File: src/rtl/segscan_pkg.sv
package segscan_pkg;

    typedef enum logic {
        PH_IDLE  = 1'b0,
        PH_SHIFT = 1'b1
    } phase_e;

    // width of an index able to hold 0..n-1, never below one bit
    function automatic int unsigned idx_bits(input int unsigned n);
        return (n <= 1) ? 1 : $clog2(n);
    endfunction

endpackage

File: src/rtl/segscan_seq.sv
module segscan_seq
    import segscan_pkg::*;
#(
    parameter int unsigned N_SEGS  = 4,
    parameter int unsigned SEG_LEN = 3,
    localparam int unsigned SEL_W  = idx_bits(N_SEGS),
    localparam int unsigned CNT_W  = idx_bits(SEG_LEN)
) (
    input  logic             clk,
    input  logic             rst,
    input  logic             scan_en,
    input  logic             start,
    output logic             busy,
    output logic [SEL_W-1:0] seg,
    output logic             done
);
    localparam logic [SEL_W-1:0] TOP_SEG  = SEL_W'(N_SEGS - 1);
    localparam logic [CNT_W-1:0] LAST_CNT = CNT_W'(SEG_LEN - 1);

    phase_e           phase;
    logic [CNT_W-1:0] cnt;

    always_ff @(posedge clk) begin
        if (rst) begin
            phase <= PH_IDLE;
            seg   <= '0;
            cnt   <= '0;
            done  <= 1'b0;
        end else begin
            done <= 1'b0;
            if (!scan_en) begin
                phase <= PH_IDLE;
                seg   <= '0;
                cnt   <= '0;
            end else if (phase == PH_SHIFT) begin
                if (cnt == LAST_CNT) begin
                    cnt <= '0;
                    if (seg == '0) begin
                        phase <= PH_IDLE;
                        done  <= 1'b1;
                    end else begin
                        seg <= seg - 1'b1;
                    end
                end else begin
                    cnt <= cnt + 1'b1;
                end
            end else if (start) begin
                phase <= PH_SHIFT;
                seg   <= TOP_SEG;
                cnt   <= '0;
            end
        end
    end

    assign busy = (phase == PH_SHIFT);

    a_r2_start_loads_top: assert property (@(posedge clk) disable iff (rst)
        (!busy && start && scan_en) |=> (busy && seg == TOP_SEG && cnt == '0));
    a_r4_step_down: assert property (@(posedge clk) disable iff (rst)
        (scan_en && busy && cnt == LAST_CNT && seg != '0) |=> (busy && seg == $past(seg) - 1'b1));
    a_r4_hold_within: assert property (@(posedge clk) disable iff (rst)
        (scan_en && busy && cnt != LAST_CNT) |=> (busy && $stable(seg)));
    a_r6_done_single: assert property (@(posedge clk) disable iff (rst)
        done |=> !done);
    a_r6_done_idle: assert property (@(posedge clk) disable iff (rst)
        done |-> !busy);
    a_r7_abort: assert property (@(posedge clk) disable iff (rst)
        !scan_en |=> (!busy && !done));
    a_r8_no_restart: assert property (@(posedge clk) disable iff (rst)
        (busy && scan_en && cnt != LAST_CNT) |=> $stable(seg));

endmodule

File: src/rtl/segscan_gate.sv
module segscan_gate
    import segscan_pkg::*;
#(
    parameter int unsigned N_SEGS = 4,
    localparam int unsigned SEL_W = idx_bits(N_SEGS)
) (
    input  logic              clk,
    input  logic              rst,
    input  logic              scan_en,
    input  logic              busy,
    input  logic [SEL_W-1:0]  seg,
    output logic [N_SEGS-1:0] seg_clk_en
);
    for (genvar s = 0; s < N_SEGS; s++) begin : g_en
        assign seg_clk_en[s] = !scan_en || (busy && seg == SEL_W'(s));
    end

    a_r3_one_active: assert property (@(posedge clk) disable iff (rst)
        scan_en |-> $onehot0(seg_clk_en));
    a_r3_idle_quiet: assert property (@(posedge clk) disable iff (rst)
        (scan_en && !busy) |-> (seg_clk_en == '0));
    a_r7_all_on: assert property (@(posedge clk) disable iff (rst)
        !scan_en |-> (&seg_clk_en));

endmodule

File: src/rtl/segscan_chain.sv
module segscan_chain
    import segscan_pkg::*;
#(
    parameter int unsigned N_SEGS  = 4,
    parameter int unsigned SEG_LEN = 3,
    localparam int unsigned SEL_W  = idx_bits(N_SEGS),
    localparam int unsigned BITS   = N_SEGS * SEG_LEN
) (
    input  logic              clk,
    input  logic              rst,
    input  logic              capture,
    input  logic [N_SEGS-1:0] seg_clk_en,
    input  logic [SEL_W-1:0]  seg,
    input  logic              si,
    input  logic [BITS-1:0]   func_d,
    output logic [BITS-1:0]   q,
    output logic              so
);
    logic [SEG_LEN-1:0] segq [N_SEGS];

    for (genvar s = 0; s < N_SEGS; s++) begin : g_seg
        logic [SEG_LEN-1:0] shifted;
        if (SEG_LEN == 1) begin : g_one
            assign shifted = si;
        end else begin : g_many
            assign shifted = {segq[s][SEG_LEN-2:0], si};
        end

        always_ff @(posedge clk) begin
            if (rst)
                segq[s] <= '0;
            else if (seg_clk_en[s])
                segq[s] <= capture ? func_d[s*SEG_LEN +: SEG_LEN] : shifted;
        end

        assign q[s*SEG_LEN +: SEG_LEN] = segq[s];

        a_r3_gated_holds: assert property (@(posedge clk) disable iff (rst)
            !seg_clk_en[s] |=> $stable(segq[s]));
    end

    assign so = segq[seg][SEG_LEN-1];

endmodule

File: src/rtl/segscan_ctrl.sv
module segscan_ctrl
    import segscan_pkg::*;
#(
    parameter int unsigned N_CHAINS = 2,
    parameter int unsigned N_SEGS   = 4,
    parameter int unsigned SEG_LEN  = 3,
    localparam int unsigned SEL_W   = idx_bits(N_SEGS),
    localparam int unsigned CH_BITS = N_SEGS * SEG_LEN,
    localparam int unsigned ALL_BITS = N_CHAINS * CH_BITS
) (
    input  logic                clk,
    input  logic                rst,
    input  logic                scan_en,
    input  logic                start,
    input  logic [N_CHAINS-1:0] scan_in,
    input  logic [ALL_BITS-1:0] func_d,
    output logic [N_CHAINS-1:0] scan_out,
    output logic [N_SEGS-1:0]   seg_clk_en,
    output logic [SEL_W-1:0]    seg_sel,
    output logic                busy,
    output logic                done,
    output logic [ALL_BITS-1:0] chain_q
);
    segscan_seq #(.N_SEGS(N_SEGS), .SEG_LEN(SEG_LEN)) u_seq (
        .clk    (clk),
        .rst    (rst),
        .scan_en(scan_en),
        .start  (start),
        .busy   (busy),
        .seg    (seg_sel),
        .done   (done)
    );

    segscan_gate #(.N_SEGS(N_SEGS)) u_gate (
        .clk       (clk),
        .rst       (rst),
        .scan_en   (scan_en),
        .busy      (busy),
        .seg       (seg_sel),
        .seg_clk_en(seg_clk_en)
    );

    for (genvar c = 0; c < N_CHAINS; c++) begin : g_chain
        segscan_chain #(.N_SEGS(N_SEGS), .SEG_LEN(SEG_LEN)) u_chain (
            .clk       (clk),
            .rst       (rst),
            .capture   (!scan_en),
            .seg_clk_en(seg_clk_en),
            .seg       (seg_sel),
            .si        (scan_in[c]),
            .func_d    (func_d[c*CH_BITS +: CH_BITS]),
            .q         (chain_q[c*CH_BITS +: CH_BITS]),
            .so        (scan_out[c])
        );
    end

    a_r1_reset_clears: assert property (@(posedge clk)
        rst |=> (!busy && !done && seg_sel == '0 && chain_q == '0));

endmodule

File: config.mk
export PLATFORM = sky130hd
export DESIGN_NAME = segscan_ctrl
export DESIGN_NICKNAME = d
export VERILOG_FILES = /design/src/rtl/segscan_pkg.sv /design/src/rtl/segscan_seq.sv /design/src/rtl/segscan_gate.sv /design/src/rtl/segscan_chain.sv /design/src/rtl/segscan_ctrl.sv
export SDC_FILE = /design/constraint.sdc
export NUM_CORES = 1
export LEC_CHECK = 0
export BUFFER_PORTS_ARGS = -buffer_cell sky130_fd_sc_hd__buf_4
export CORE_ASPECT_RATIO = 0.8
export CORE_MARGIN = 1
export CORE_UTILIZATION = 40
export CTS_BUF_LIST = sky130_fd_sc_hd__clkbuf_8
export DETAILED_ROUTE_END_ITERATION = 8
export HOLD_SLACK_MARGIN = 0.15
export PLACE_DENSITY = 0.68
export SKIP_LAST_GASP = 1
export SLEW_MARGIN = 20
export SYNTH_ARGS = -nofsm -noshare
export SYNTH_HDL_FRONTEND = slang
export SYNTH_SLANG_ARGS = --single-unit
File: constraint.sdc
create_clock -name clk -period 2.1 [get_ports clk]
set_input_delay 0 -clock clk [delete_from_list [all_inputs] [get_ports clk]]
set_output_delay 0 -clock clk [all_outputs]
set_load 0.1 [all_outputs]
Word-level counts from Yosys, hierarchy flattened --
Memories as Yosys holds them, arrays and structs flattened. A register that Yosys moved wholly into a read port is not among the register bits. Index checks and enable logic that the tools add are counted.
Cells by class: reductions and logical operators 14, equal/unequal tests 6, add/sub/neg operators 2, bitwise gates (word level) 11, mux-type cells 46
Operators with widths (number):
- $mux W3 | 16
- $mux W2 | 11
- $mux W1 | 19
- $or A1 B1 Y1 | 8
- $eq A2 B2 Y1 const B | 3
- $logic_and A1 B1 Y1 | 4
- $logic_or A1 B1 Y1 | 4
- $ne A2 B2 Y1 const B | 2
- $reduce_or A4 Y1 | 1
- $not A1 Y1 | 3
- $reduce_and A3 Y1 | 1
- $add A2 B1 Y2 const B | 1
- $eq A2 B1 Y1 const B | 1
- $logic_not A2 Y1 | 1
- $reduce_bool A2 Y1 | 1
- $reduce_or A2 Y1 | 1
- $sub A2 B1 Y2 const B | 1
- $logic_not A1 Y1 | 1
Word-level totals: output and inout bits 34, input bits 30, logic and storage cells 85, bits in writable memories 24, memories 2, bits in registers 6
Memory list:
- g_chain[0].u_chain.segq | words 4, width 3, read ports 5, clocked after memory_dff 1, wr ports 4, RTL line segscan_chain.sv:19 | logic [SEG_LEN-1:0] segq [N_SEGS];
- g_chain[1].u_chain.segq | words 4, width 3, read ports 5, clocked after memory_dff 1, wr ports 4, RTL line segscan_chain.sv:19

Depth between registers and ports, before layout --
depth after elaboration 7, mapped depth 5, gate-level depth less buffers 5

By module --
Synthesis repeated with hierarchy kept, for this count alone.
Second synthesis, totals: cell total of the unflattened synthesis 128, area total of the unflattened synthesis 1482.7 µm²
By module, submodules not included:
- segscan_chain | area an instance 595.6 µm², sequential area each 360.3 µm², instances 2, cells an instance 47
- segscan_seq | area an instance 254.0 µm², sequential area each 120.1 µm², instances 1, cells an instance 26
- segscan_gate | area an instance 33.8 µm², sequential area each 0.0 µm², instances 1, cells an instance 7
- segscan_ctrl | area an instance 3.8 µm², sequential area each 0.0 µm², instances 1, cells an instance 1

Worst setup path before layout --
No wires, ideal clock.
path type flip-flop to flip-flop, from register u_seq.seg[0], to register with a tool-made name, period minus slack after synthesis 2.149 ns, data arrival time 2.063 ns, library setup time 0.086 ns, cell stages (with the launch flop) 6, setup slack -0.049 ns, path through dfxtp_1 inv_1 ha_1 and4bb_4 nor3_1 a211oi_1
RTL lines:
- start: declaration | RTL line segscan_seq.sv:14 | output logic [SEL_W-1:0] seg,
- start signal: assignment | RTL line segscan_seq.sv:42 | seg <= seg - 1'b1;

Worst setup path after layout --
from register u_seq.seg[0], to register u_seq.seg[0]
Between the ends: longest elaborated chain between the ends 4, elaborated cells on any way between the ends 7, classes of those cells add/sub (1); eq/ne (1); mux (3); reduce/logical (2)
RTL lines:
- $sub A2 B1 Y2 | RTL line segscan_seq.sv:42
- $mux W2 | RTL line segscan_seq.sv:38 | if (seg == '0) begin
- $mux W2 | RTL line segscan_seq.sv:36 | if (cnt == LAST_CNT) begin
- $mux W2 | RTL line segscan_seq.sv:35 | end else if (phase == PH_SHIFT) begin
Several ways; a longest one is shown, not always the timed one. The select of a mux whose other input is x is not followed. A chain may end at the register's enable or synchronous reset.

==> results by group <==
Outcome
  • Result of the run: finished, final reports clean

Min path
  • Path type of the worst min-delay path: input port to flip-flop
  • Instance count along the most critical hold path: 3
  • Endpoint of the worst hold path: g_chain[0].u_chain.segq[1][0]
  • Startpoint of the most critical hold path: scan_in[0]

Detailed routing
  • Wire length per cell after detailed routing: 14.7 um
  • Total wire length after detailed routing: 3890 um
  • Starting DRC count in detailed routing: 73
  • Antenna viol nets, final: 0
  • First-pass DRT Iterations: 4
  • Via total after detailed routing: 1333
  • Via-to-Cell Ratio: 5.05
  • Remaining DRCs: 0

Synthesis
  • Synth Instances: 134
  • Proportion of synthesized chip area in sequential cells: 56.6%
  • Yosys synthesis warning count: 0
  • Area leader, netlist: sky130_fd_sc_hd__edfxtp_1
  • Predominant post-synthesis flop cell: sky130_fd_sc_hd__edfxtp_1
  • Ys async rst share: 0%
  • Average size of a mapped cell: 11.6 sq um
  • Cell variety after synth: 23
  • EDFF count, synth: 24
  • Synth Cell Area: 1560 sq um
  • Area share of the leading cell type in the synthesized netlist: 46.3%
  • Number of synthesized register bits: 32
  • Net Count, Synth: 168
  • Ranking of synthesized cells by area: sky130_fd_sc_hd__edfxtp_1 (46%), sky130_fd_sc_hd__dfxtp_1 (10%), sky130_fd_sc_hd__mux2i_1 (10%)

Power and ir drop
  • Switching power of the nets: 686 uW
  • Cell area power density: 771 nW/um^2
  • Max VDD drop: 0.000412 V
  • Sequential share of power: 41.1%
  • Pleak: 0.00107 uW
  • Clk pwr share: 25.7%
  • Share of total power in combinational logic: 33.1%
  • Sw frac: 37.4%
  • Internal cell power: 1150 uW

Timing
  • Final setup viols: 0
  • Max Clock Freq: 0.684 GHz
  • Final hold violation count: 0
  • Total Negative Setup Slacks: 0 ps
  • Max transition margin: 70.1%
  • Min Clock Period, post-route: 1460 ps
  • Final Cycle Share: 69.7%
  • Unrepaired setup endpoints after global routing: no
  • Final setup slack of the worst path: 637 ps
  • Clock skew after layout: 8.91 ps
  • Transition time at the pin with the least slew margin: 449 ps
  • Final max-slew violation count: 0

Job
  • Total of max-cap violations: 0

Setup path
  • Category of cells accounting for the largest share of critical-path delay: simple AND/OR/NAND/NOR gates
  • Arrival time worst endpoint: 1640 ps
  • Path type of the worst setup path: flip-flop to flip-flop
  • FF-to-FF End: u_seq.seg[0]
  • Maximum fanout encountered on the critical timing path: 7
  • Worst endpoint required time: 2280 ps
  • Sort of element at the start of the critical path: flip-flop
  • Critical path cell sequence: inv_1 -> ha_1 -> and4bb_4 -> nor3_1 -> a211oi_1
  • Max stage delay on crit path: 390 ps
  • Worst reg2reg setup slack: 640 ps
  • Crit. End Element: flip-flop
  • Crit-path slowest cell: sky130_fd_sc_hd__dfxtp_2
  • Worst R2R Start: u_seq.seg[0]
  • Critical path buffers and inverters: 1
  • Logic depth of the worst register-to-register path: 5
  • Critical Path Stages: 5

Floorplanning
  • Initial Util: 43.6%
  • Die footprint: 4150 sq um
  • Number of top-level design ports: 64
  • Area of the placeable core: 3570 sq um
  • Die boundary width: 71.7 um
  • Number of rows in the core area: 19
  • Die extent in y: 57.8 um

Clocking
  • Deepest clock path buffer count: 2
  • Clock latency on the worst-skew pair: 270 ps
  • Root buffer selected by CTS: sky130_fd_sc_hd__clkbuf_8
  • Post-CTS setup buffer count: 0
  • H-tree depth: 2
  • Clock transition time at the flip-flop clock pins of the worst setup and hold paths: 70 ps
  • TritonCTS clock tree: built
  • Clock sink count: 32
  • Cts bufs inserted: 5
  • Post_cts resized: 0

Global route
  • Number of antenna violations at the first check in global routing: 0
  • Pin count of the biggest net entering global routing: 37
  • Residual overflow from global routing: 0
  • Global router's overall resource usage: 19.6%
  • Vias in the first global route: 1268
  • Wire length of the first global-routing pass: 6150 um

Placement
  • Weighted congestion reported at the end of routability-driven placement: 0.722
  • Port-buffer cells: 63
  • Placement-stage worst setup slack: 634 ps
  • DPL Wire Length: 2800 um

Final layout
  • Area growth from synthesis to final layout: 52.7%
  • Fraction of final layout cells with drive strength greater than 1: 33.3%
  • Number of nets in the layout: 255
  • Final-layout fill cell count: 287
  • Number of antenna cells inserted: 0
[worst max-delay path by stage]
stage | slack, ps | from | end
2_1_floorplan | 10 | u_seq.seg[1] | flip-flop
4_1_cts | 610 | u_seq.seg[0] | u_seq.seg[0]
3_3_place_gp | 750 | u_seq.seg[0] | flip-flop
3_5_place_dp | 630 | u_seq.seg[0] | u_seq.seg[0]
5_1_grt | 530 | u_seq.seg[1] | u_seq.seg[1]
6_report | 640 | u_seq.seg[0] | u_seq.seg[0]
[logic make-up (layout without fill, tap and decap cells)]
kind of cell    Yosys count  in the layout  share of synthesized area [%]
simple gates             52             52                           16.3
fa+ha+maj                 4              4                           3.22
flops                    32             32                           56.6
mux                      18             18                           13.2
compound gates           18             18                           7.23
buf+inv                  10             98                           3.46
[cells in the final DEF (no fill, tap or decap)]
cell                            synthesis  final
sky130_fd_sc_hd__nor3_1                 3      3
sky130_fd_sc_hd__dfxtp_1                8      7
sky130_fd_sc_hd__a21oi_1                9      9
sky130_fd_sc_hd__nor3b_1                1      1
sky130_fd_sc_hd__nor2_1                19     19
sky130_fd_sc_hd__dlygate4sd3_1          0     25
sky130_fd_sc_hd__clkbuf_8               0      6
sky130_fd_sc_hd__clkinv_1               0      1
sky130_fd_sc_hd__edfxtp_1              24     24
sky130_fd_sc_hd__dfxtp_2                0      1
sky130_fd_sc_hd__ha_1                   4      4
sky130_fd_sc_hd__and4bb_4               1      1
sky130_fd_sc_hd__mux2i_1               16     16
sky130_fd_sc_hd__a21o_1                 4      4
sky130_fd_sc_hd__nand2_1               15     15
sky130_fd_sc_hd__inv_1                  2      3
sky130_fd_sc_hd__nand3b_1               1      1
sky130_fd_sc_hd__buf_4                  3     63
sky130_fd_sc_hd__nor2b_1                1      1
sky130_fd_sc_hd__and2b_2                1      1
sky130_fd_sc_hd__a22oi_1                1      1
sky130_fd_sc_hd__nor4b_1                1      1
sky130_fd_sc_hd__mux4_2                 2      2
sky130_fd_sc_hd__nand2b_1               9      9
sky130_fd_sc_hd__a211oi_1               4      4
[power by group through the flow]
stage	clock (uW)	sequential (uW)	combinational, uW
floorplan	0	1040	167
global placement	0	766	566
detailed placement	0	768	571
CTS	481	755	608
global route	505	760	630
finish	472	754	608
[what timing repair did]
item | 4_1_cts | 5_1_grt
endpoints found under the hold margin | 27 | 0
setup endpoints to repair | 0 | 0
hold buffers | 25 | 0
[registers in the layout, summed over array words and instances (netlist names), named ones only]
signal	flops
u_seq.busy	1
u_seq.done	1
u_seq.cnt	2
g_chain.u_chain.segq	24
u_seq.seg	2
[per-layer routing]
layer	global-route usage [%]	up-vias	wire length (um)
met5	0	-	0
met3	5.57	6	225
met1	26.3	629	1760
li1	-	650	-
met2	31.8	48	1870
met4	4.76	0	29
[cell type report]
type	count	area (sq um)	area share (%)
multi-input combinational	92	622	26.2
timing repair buffer	88	723	30.4
clock inverter	2	7.51	0.316
sequential	32	882	37.1
tap	42	52.6	2.21
clock buffer	6	82.6	3.47
inverter	2	7.51	0.316
[cell usage after synthesis, types with 2 or more instances]
master,number
sky130_fd_sc_hd__nand2b_1,9
sky130_fd_sc_hd__dfxtp_1,8
sky130_fd_sc_hd__ha_1,4
sky130_fd_sc_hd__edfxtp_1,24
sky130_fd_sc_hd__nor3_1,3
sky130_fd_sc_hd__a21oi_1,9
sky130_fd_sc_hd__inv_1,2
sky130_fd_sc_hd__nand2_1,15
sky130_fd_sc_hd__a211oi_1,4
sky130_fd_sc_hd__mux4_2,2
sky130_fd_sc_hd__nor2_1,19
sky130_fd_sc_hd__buf_2,4
sky130_fd_sc_hd__buf_4,3
sky130_fd_sc_hd__mux2i_1,16
sky130_fd_sc_hd__a21o_1,4
[worst min-delay path, stage by stage]
cell	delay (ps)
sky130_fd_sc_hd__buf_4	80
sky130_fd_sc_hd__nand2_1	120
sky130_fd_sc_hd__a21oi_1	150
[metrics by stage]
step | hold slack (ps) | total power [uW] | util [%] | cells | area, sq um
3_5_place_dp | 323 | 1340 | 57.1 | 231 | 2040
4_1_cts | 179 | 1840 | 66.7 | 264 | 2380
6_report | 191 | 1830 | 66.7 | 264 | 2380
2_1_floorplan | 191 | 1210 | - | 134 | 1560
3_3_place_gp | 302 | 1330 | 57.1 | 231 | 2040
5_1_grt | 199 | 1890 | 66.7 | 264 | 2380
No activity file was read; power rests on OpenSTA's default activity.
